<file path="config.mk">
export PLATFORM = sky130hd
export DESIGN_NAME = mo_rule_eval
export DESIGN_NICKNAME = d
export VERILOG_FILES = /design/src/rtl/mo_pkg.sv /design/src/rtl/mo_rule_eval.sv
export SDC_FILE = /design/constraint.sdc
export NUM_CORES = 1
export LEC_CHECK = 0
export ABC_AREA = 0
export BUFFER_PORTS_ARGS = -buffer_cell sky130_fd_sc_hd__clkbuf_2
export CAP_MARGIN = 20
export CORE_AREA = 2 2 39 41
export DETAILED_ROUTE_END_ITERATION = 12
export DIE_AREA = 0 0 41 43
export PLACE_DENSITY = 0.51
export SYNTH_ARGS = -nofsm -noshare
export SYNTH_HDL_FRONTEND = slang
export SYNTH_SLANG_ARGS = --single-unit
</file>
<file path="constraint.sdc">
create_clock -name vclk -period 2.28
set_clock_uncertainty 0.2 [all_clocks]
set_input_delay 0.456 -clock vclk [all_inputs]
set_output_delay 0.456 -clock vclk [all_outputs]
set_load 0.02 [all_outputs]
</file>
<file path="src/rtl/mo_pkg.sv">
package mo_pkg;

  typedef enum logic [1:0] {
    MO_LOAD  = 2'd0,
    MO_STORE = 2'd1,
    MO_AMO   = 2'd2,
    MO_SC    = 2'd3
  } mo_kind_e;

  localparam int unsigned NUM_RULES = 13;

  // bit positions of the reason vector (condition k sits at k-1)
  localparam int unsigned RB_ST_OVL   = 0;
  localparam int unsigned RB_LD_LD    = 1;
  localparam int unsigned RB_ATOM_FWD = 2;
  localparam int unsigned RB_FENCE    = 3;
  localparam int unsigned RB_ACQ      = 4;
  localparam int unsigned RB_REL      = 5;
  localparam int unsigned RB_RCSC     = 6;
  localparam int unsigned RB_PAIR     = 7;
  localparam int unsigned RB_DEP_ADDR = 8;
  localparam int unsigned RB_DEP_DATA = 9;
  localparam int unsigned RB_DEP_CTRL = 10;
  localparam int unsigned RB_PIPE_LD  = 11;
  localparam int unsigned RB_PIPE_ST  = 12;

  function automatic logic kind_reads(input logic [1:0] k);
    return (k == MO_LOAD) || (k == MO_AMO);
  endfunction

  function automatic logic kind_writes(input logic [1:0] k);
    return (k != MO_LOAD);
  endfunction

  function automatic logic kind_atomic_wr(input logic [1:0] k);
    return (k == MO_AMO) || (k == MO_SC);
  endfunction

endpackage

</file>
<file path="src/rtl/mo_rule_eval.sv">
module mo_rule_eval
  import mo_pkg::*;
#(
  parameter int unsigned NR = NUM_RULES
) (
  input  logic [1:0]    a_kind,
  input  logic [1:0]    b_kind,
  input  logic          a_acq,
  input  logic          a_rel,
  input  logic          a_rcsc,
  input  logic          b_acq,
  input  logic          b_rel,
  input  logic          b_rcsc,
  input  logic          ovl,
  input  logic          pair_ab,
  input  logic          fence_ab,
  input  logic          dep_addr_ab,
  input  logic          dep_data_ab,
  input  logic          dep_ctrl_ab,
  input  logic          rd_diff_src,
  input  logic          st_between,
  input  logic          b_from_a,
  input  logic          m_st_dep,
  input  logic          b_from_m,
  input  logic          m_addr_dep,
  output logic [NR-1:0] reason,
  output logic          must_order
);
  logic a_rd, a_wr, b_rd, b_wr;
  logic a_acq_eff, a_rel_eff, b_acq_eff, b_rel_eff;
  logic a_sc_ann, b_sc_ann;

  always_comb begin
    a_rd = kind_reads(a_kind);
    a_wr = kind_writes(a_kind);
    b_rd = kind_reads(b_kind);
    b_wr = kind_writes(b_kind);

    // annotations only count on the side of the access they can guard
    a_acq_eff = a_acq & a_rd;
    a_rel_eff = a_rel & a_wr;
    b_acq_eff = b_acq & b_rd;
    b_rel_eff = b_rel & b_wr;
    a_sc_ann  = a_rcsc & (a_acq_eff | a_rel_eff);
    b_sc_ann  = b_rcsc & (b_acq_eff | b_rel_eff);

    reason = '0;
    reason[RB_ST_OVL]   = b_wr & ovl;
    reason[RB_LD_LD]    = a_rd & b_rd & ovl & ~st_between & rd_diff_src;
    reason[RB_ATOM_FWD] = kind_atomic_wr(a_kind) & b_rd & b_from_a;
    reason[RB_FENCE]    = fence_ab;
    reason[RB_ACQ]      = a_acq_eff;
    reason[RB_REL]      = b_rel_eff;
    reason[RB_RCSC]     = a_sc_ann & b_sc_ann;
    reason[RB_PAIR]     = pair_ab;
    reason[RB_DEP_ADDR] = dep_addr_ab;
    reason[RB_DEP_DATA] = dep_data_ab & b_wr;
    reason[RB_DEP_CTRL] = dep_ctrl_ab & b_wr;
    reason[RB_PIPE_LD]  = b_rd & m_st_dep & b_from_m;
    reason[RB_PIPE_ST]  = b_wr & m_addr_dep;

    must_order = |reason;
  end

  // a load-only younger operation can never trip the store-side conditions
  always_comb begin
    if (b_kind == MO_LOAD) begin
      a_r1_load_b_no_overlap_rule: assert (reason[RB_ST_OVL] == 1'b0);
      a_r8_load_b_no_ctrl_rule:    assert (reason[RB_DEP_CTRL] == 1'b0);
    end
  end

endmodule

</file>
Word level (Yosys, flattened, before mapping)
Cells that the tools add are included.

word-level totals
  input bits = 22
  register bits = 0
  output and inout port bits = 14

operators by class
  bitwise logic cells = 22
  reductions and logical operators = 8
  equality and inequality tests = 3

operator list
  operator                               number
  1-bit AND                              19
  13-bit OR reduction                    1
  2-bit == test (second input constant)  3
  2-bit logical NOT                      2
  2-bit nonzero test                     2
  1-bit logical OR                       3
  1-bit OR                               2
  1-bit NOT                              1

Logic depth before layout (Yosys ltp)
Gate-level depths: netlist of run 1.

  depth in word-level cells = 7
  mapped depth = 3
  mapped depth without buffers = 3

Worst setup path before layout of run 1
OpenSTA, ideal clock, no wires.

  kind = input to output
  from = input a_kind[1]
  to = output must_order
  path slack = 129 ps
  stages = 3
  arrival time = 1,495 ps
  cell sequence = o21a_1 o221a_4 or4_4

on the way
  longest elaborated chain between the ends = 7

ends and longest elaborated chain
  item                                                line                RTL
  start, declared                                     mo_rule_eval.sv:6   input logic [1:0] a_kind,
  2-bit == test or 2-bit logical NOT (tied branches)  mo_pkg.sv:28        return (k == MO_LOAD) || (k == MO_AMO);
  1-bit logical OR                                    mo_pkg.sv:28
  1-bit AND                                           mo_rule_eval.sv:40  a_acq_eff = a_acq & a_rd;
  1-bit OR *                                          mo_rule_eval.sv:44  a_sc_ann = a_rcsc & (a_acq_eff | a_rel_eff);
  1-bit AND *                                         mo_rule_eval.sv:44
  1-bit AND *                                         mo_rule_eval.sv:54  reason[RB_RCSC] = a_sc_ann & b_sc_ann;
  net reason[6]                                       mo_rule_eval.sv:26  output logic [NR-1:0] reason,
  13-bit OR reduction *                               mo_rule_eval.sv:62  must_order = |reason;
  end, declared                                       mo_rule_eval.sv:27  output logic must_order

The timed path passes the listed nets; every way through them passes the cells marked *.

Worst setup path after layout of run 1
  from = input a_acq
  to = output must_order

on the way
  longest elaborated chain between the ends = 5

ends and longest elaborated chain
  item                   line                RTL
  start, declared        mo_rule_eval.sv:8   input logic a_acq,
  1-bit AND *            mo_rule_eval.sv:40
  1-bit OR               mo_rule_eval.sv:44
  1-bit AND              mo_rule_eval.sv:44
  1-bit AND              mo_rule_eval.sv:54
  13-bit OR reduction *  mo_rule_eval.sv:62

Every way passes the cells marked *; elsewhere a longest branch is shown, timed or not.

==> key figures, run 1 <==
Route
  • WL per Instance: 8.247 µm
  • Iteration-0 DRC Markers: 0
  • Vias: 323
  • Vias per Instance: 3.988
  • Met3 Routed Length: 101 µm
  • Wl on met1: 231 µm
  • Drt total wl: 668 µm
  • DRC: 0
  • Metal2 WL: 335 µm
  • Uppermost layer routed: met3
  • DRT antenna net count: 0
  • Drt pass-1 iters: 1

Logic synthesis
  • Fraction of the mapped netlist area in compound gates: 0.2658
  • Synth top area share: 0.1899
  • Synth Area in XOR/XNOR: 0
  • Synth Area per Inst: 7.060 µm²
  • Mapped Nets: 50
  • Largest family of logic cells by synthesized area: simple AND/OR/NAND/NOR gates
  • Sequential area share after synthesis: 0
  • Mapped cell area: 197.7 µm²
  • Yosys top cell by area: buf_4
  • Post-synthesis mux area share: 0
  • Top cells by area, synth: buf_4, nor2b_1, o221a_4, nand3b_1, nor2_1
  • Post-Synth Adder-Cell Area: 0
  • Synth Area in Simple Gates: 0.5253
  • Netlist cell types: 14
  • Yosys warning total: 0
  • Syn Inst Count: 28

Critical path
  • Crit Path Category: in -> out
  • CP most frequent cell: buf_6
  • CP peak stage delay: 550 ps
  • CP delay by family, top: simple AND/OR/NAND/NOR gates
  • Critical Path Fanout Max: 2
  • Worst path bufs/invs: 3
  • Slowest library cell on the worst path: or4_4
  • Worst path cell trace: buf_6 > nor2b_4 > buf_6 > nand3b_1 > or4_4 > buf_8
  • Crit path required time: 1620 ps
  • Worst Setup Start Kind: primary input
  • Worst Setup End Kind: primary output
  • CP arrival: 1600 ps

Timing
  • Pins over their slew limit: 0
  • Worst slew pin tran: 184.4 ps
  • RSZ-0062 raised after global routing: yes
  • Hold Violations, Final: 0
  • Period utilization: 0.9903
  • Min Tclk post-route: 2258 ps
  • Max Freq: 442.9 MHz
  • Final setup fails: 0
  • Fin worst setup slack: 22.05 ps
  • Max-slew headroom: 0.8771

Floorplanning
  • Die X-Extent: 41 µm
  • Core Area: 1384 µm²
  • Die outline height: 43 µm
  • Floorplan row count: 14
  • Initial Utilization: 0.1429
  • Die Area: 1763 µm²
  • Top Ports: 36

GRT
  • Grt total ovfl: 0
  • Initial antenna violation count: 0
  • First-pass GRT wire length: 841 µm
  • Vias in the first global route: 242
  • Global-route usage over all layers: 0.06394
  • Largest net degree at the start of global routing: 5

Finish
  • Total Nets Final: 89
  • Antenna Cells: 0
  • Most frequent cells in the layout: clkbuf_2, nor2b_1, buf_4, nor2_1
  • Register area: 0 µm²
  • Post-Layout Cell Count: 81
  • FF+latch count: 0
  • Layout cells sized above 1: 0.7077
  • Area delta synth->final: 132.3%
  • Most common cell after layout, fill and taps aside: clkbuf_2
  • Fillers: 159
  • Clkbuf count: 0

Power
  • Total chip power: 82.35 µW
  • Leakage: 0.2665 nW
  • Max VDD drop: 0.05824 mV
  • Pwr dens: 179.3 nW/µm²

Place
  • PortBufs: 36
  • Dpl hpwl: 670 µm
  • Setup slack at placement: -77.60 ps
  • Post-Place Cells: 80
  • Gpl congestion: 0.7078

Run
  • Max cap viols: 0

Worst hold path
  • Worst min-delay path category: in -> out

Outcome
  • Status: complete, no violations
[synthesized netlist by cell type]
cell / number
nor2b_1: 6
o21a_1: 2
o32ai_1: 1
nand2_1: 1
o221a_4: 1
buf_4: 5
o221ai_1: 1
nor2_1: 4
inv_1: 1
and4b_1: 1
nand3b_1: 2
nor3_1: 1
or4_4: 1
and2_0: 1
[path summary, 6_finish.rpt]
path / startpoint / to / slack, ps / depth (start not counted)
max: a_acq / must_order / 20 / 6
min: dep_addr_ab / reason[8] / 940 / 2
[layout make-up]
| cell class | count | area (µm²) | share of cell area |
|---|---|---|---|
| multi-input cells | 22 | 171.4 | 0.3733 |
| inverters | 1 | 3.754 | 0.008174 |
| repair buffers | 42 | 264.0 | 0.5749 |
| well taps | 16 | 20.02 | 0.04360 |
[power by group]
group | leakage [nW] | internal [mW] | switching (mW)
Sequential | 0 | 0 | 0
Combinational | 0.266 | 0.0436 | 0.0388
Clock | 0 | 0 | 0
Total | 0.266 | 0.0436 | 0.0388
[cells by family (layout without fill, tap and decap cells)]
kind of cell | count (synthesis) | in the layout
and+or+nand+nor | 17 | 17
AOI/OAI and AO/OA | 5 | 5
buffers and inverters | 6 | 43
[per-stage QoR]
| step | hold slack, ps | util | instance area (µm²) | TNS [ps] |
|---|---|---|---|---|
| after floorplan | 791.8 | - | 197.7 | 0 |
| after global placement | 941.8 | 0.2875 | 397.9 | -50.90 |
| after detailed placement | 943.6 | 0.2875 | 397.9 | -77.60 |
| after CTS | 943.6 | 0.3228 | 446.7 | -15.24 |
| after global routing | 948.2 | 0.3318 | 459.2 | -6.991 |
| final | 942.2 | 0.3318 | 459.2 | 0 |
[routing by layer]
metal / vias to the layer above / track usage
met4: 0 / 0
met1: 132 / 0.07595
li1: 172 / -
met5: - / 0
met3: 0 / 0.005236
met2: 19 / 0.1219
[timing repair]
| item | CTS | global route |
|---|---|---|
| hold endpoints to repair | 0 | 0 |
| resized for setup | 7 | 4 |
| endpoints found under the setup margin | 1 | 1 |
| pin swaps | 4 | 1 |
| setup buffers | 1 | 0 |
| hold buffers | 0 | 0 |
No activity file was read; power rests on OpenSTA's default activity.
==> run 2, diff against run 1 <==
==> constraint.sdc (replaced) <==
create_clock -name vclk -period 2.6
set_clock_uncertainty 0.2 [all_clocks]
set_input_delay 0.52 -clock vclk [all_inputs]
set_output_delay 0.52 -clock vclk [all_outputs]
set_load 0.02 [all_outputs]
==> run 2 against run 1 <==
Effect of this change:
- highest routed layer unchanged
- final area is 18% lower
- global-route usage is 0.80 points higher
- critical endpoint unchanged
- combinational power is 26% lower
- die area stayed put
- critical path depth is 1 lower
- sequential share of layout area stayed put
- largest cell class unchanged
- first-iteration DRC count stayed put
- largest power group unchanged
- clock-buffer cell count stayed put
==> key figures, run 2 (synthesis gave the netlist of run 1 again) <==
GRT
  • Vias in the first global route: 243
  • First-pass GRT wire length: 959 µm
  • Global-route usage over all layers: 0.07193
  • Largest net degree at the start of global routing: 7
  • Initial antenna violation count: 0
  • Grt total ovfl: 0

Critical path
  • Worst Setup End Kind: primary output
  • Worst Setup Start Kind: primary input
  • Crit path required time: 1880 ps
  • Crit Path Category: in -> out
  • CP arrival: 1760 ps
  • Critical Path Fanout Max: 6

Route
  • Wl on met1: 249 µm
  • Vias: 302
  • DRT antenna net count: 0
  • WL per Instance: 8.506 µm
  • Met3 Routed Length: 98 µm
  • Uppermost layer routed: met3
  • Metal2 WL: 306 µm
  • Iteration-0 DRC Markers: 0
  • Drt pass-1 iters: 1
  • Vias per Instance: 3.922
  • Drt total wl: 655 µm
  • DRC: 0

Finish
  • Post-Layout Cell Count: 77
  • Final core utilization: 0.2712
  • Clkbuf count: 0
  • Design Area, Final: 375.4 µm²
  • Most frequent cells in the layout: clkbuf_2, nor2b_1, nor2_1
  • Area delta synth->final: 89.87%
  • Layout cells sized above 1: 0.6557
  • Area of the multi-input gates: 156.4 µm²
  • Most common cell after layout, fill and taps aside: clkbuf_2
  • FF+latch count: 0
  • Register area: 0 µm²
  • Antenna Cells: 0
  • Fillers: 153
  • Total Nets Final: 85

Timing
  • Pins over their slew limit: 0
  • Max-slew headroom: 0.8357
  • Min Tclk post-route: 2482 ps
  • Setup TNS: 0 ps
  • Final setup fails: 0
  • Hold Violations, Final: 0
  • Period utilization: 0.9546
  • Max Freq: 402.9 MHz
  • RSZ-0062 raised after global routing: no
  • Worst slew pin tran: 245.9 ps

Place
  • Post-Place Cells: 77
  • PortBufs: 36
  • Gpl congestion: 0.7178
  • Area after DPL: 375.4 µm²

Floorplanning
  • Floorplan row count: 14
  • Core Area: 1384 µm²
  • Die X-Extent: 41 µm
  • Top Ports: 36
  • Die Area: 1763 µm²
  • Initial Utilization: 0.1429
  • Die outline height: 43 µm

Power
  • Max VDD drop: 0.04062 mV
  • Pwr dens: 161.7 nW/µm²
  • Leakage: 0.2266 nW

Worst hold path
  • Worst min-delay path category: in -> out

CTS
  • CTS hold repair buffers: 0
  • Setup Buffers After CTS: 0
  • Quantity of gates resized following cts: 0

Outcome
  • Status: complete, no violations

Run
  • Max cap viols: 0
-- run 2: cell types whose count changed in the layout (fill, tap and decap cells not counted), sizes merged --
cell | previous run | this run
clkbuf | 33 | 36
buf | 9 | 2
-- run 2: worst max-delay path, cell delays in order --
cell and delay, ps:
clkbuf_2 120, o21a_1 210, o221a_4 220, or4_4 520, clkbuf_2 170
-- run 2: area by class of cell --
cell class | count | share of cell area
inverters | 1 | 0.01000
multi-input cells | 22 | 0.4167
well taps | 16 | 0.05333
repair buffers | 38 | 0.5200
-- run 2: worst paths after layout --
| path | endpoint | start | slack, ps | depth (start not counted) |
|---|---|---|---|---|
| setup / recovery | must_order | b_kind[0] | 120 | 5 |
| hold / removal | reason[3] | fence_ab | 1070 | 2 |
-- run 2: metrics by stage --
step	worst slack, ps	total power [mW]	hold WS, ps
floorplan	321.2	0.03488	919.8
global placement	137.7	0.06175	1070
detailed placement	109.7	0.06172	1072
CTS	108.5	0.06179	1072
global route	71.63	0.06718	1076
finish	117.9	0.06069	1070
-- run 2: routing by layer --
metal  GRT usage  vias to the layer above
met2      0.1281                       19
met5           0                        -
met4           0                        0
li1            -                      164
met1     0.08861                      119
met3     0.01571                        0
-- run 2: power by group --
| group | internal (mW) | switching, mW | leakage [nW] |
|---|---|---|---|
| clock network | 0 | 0 | 0 |
| logic | 0.0289 | 0.0318 | 0.227 |
| registers | 0 | 0 | 0 |
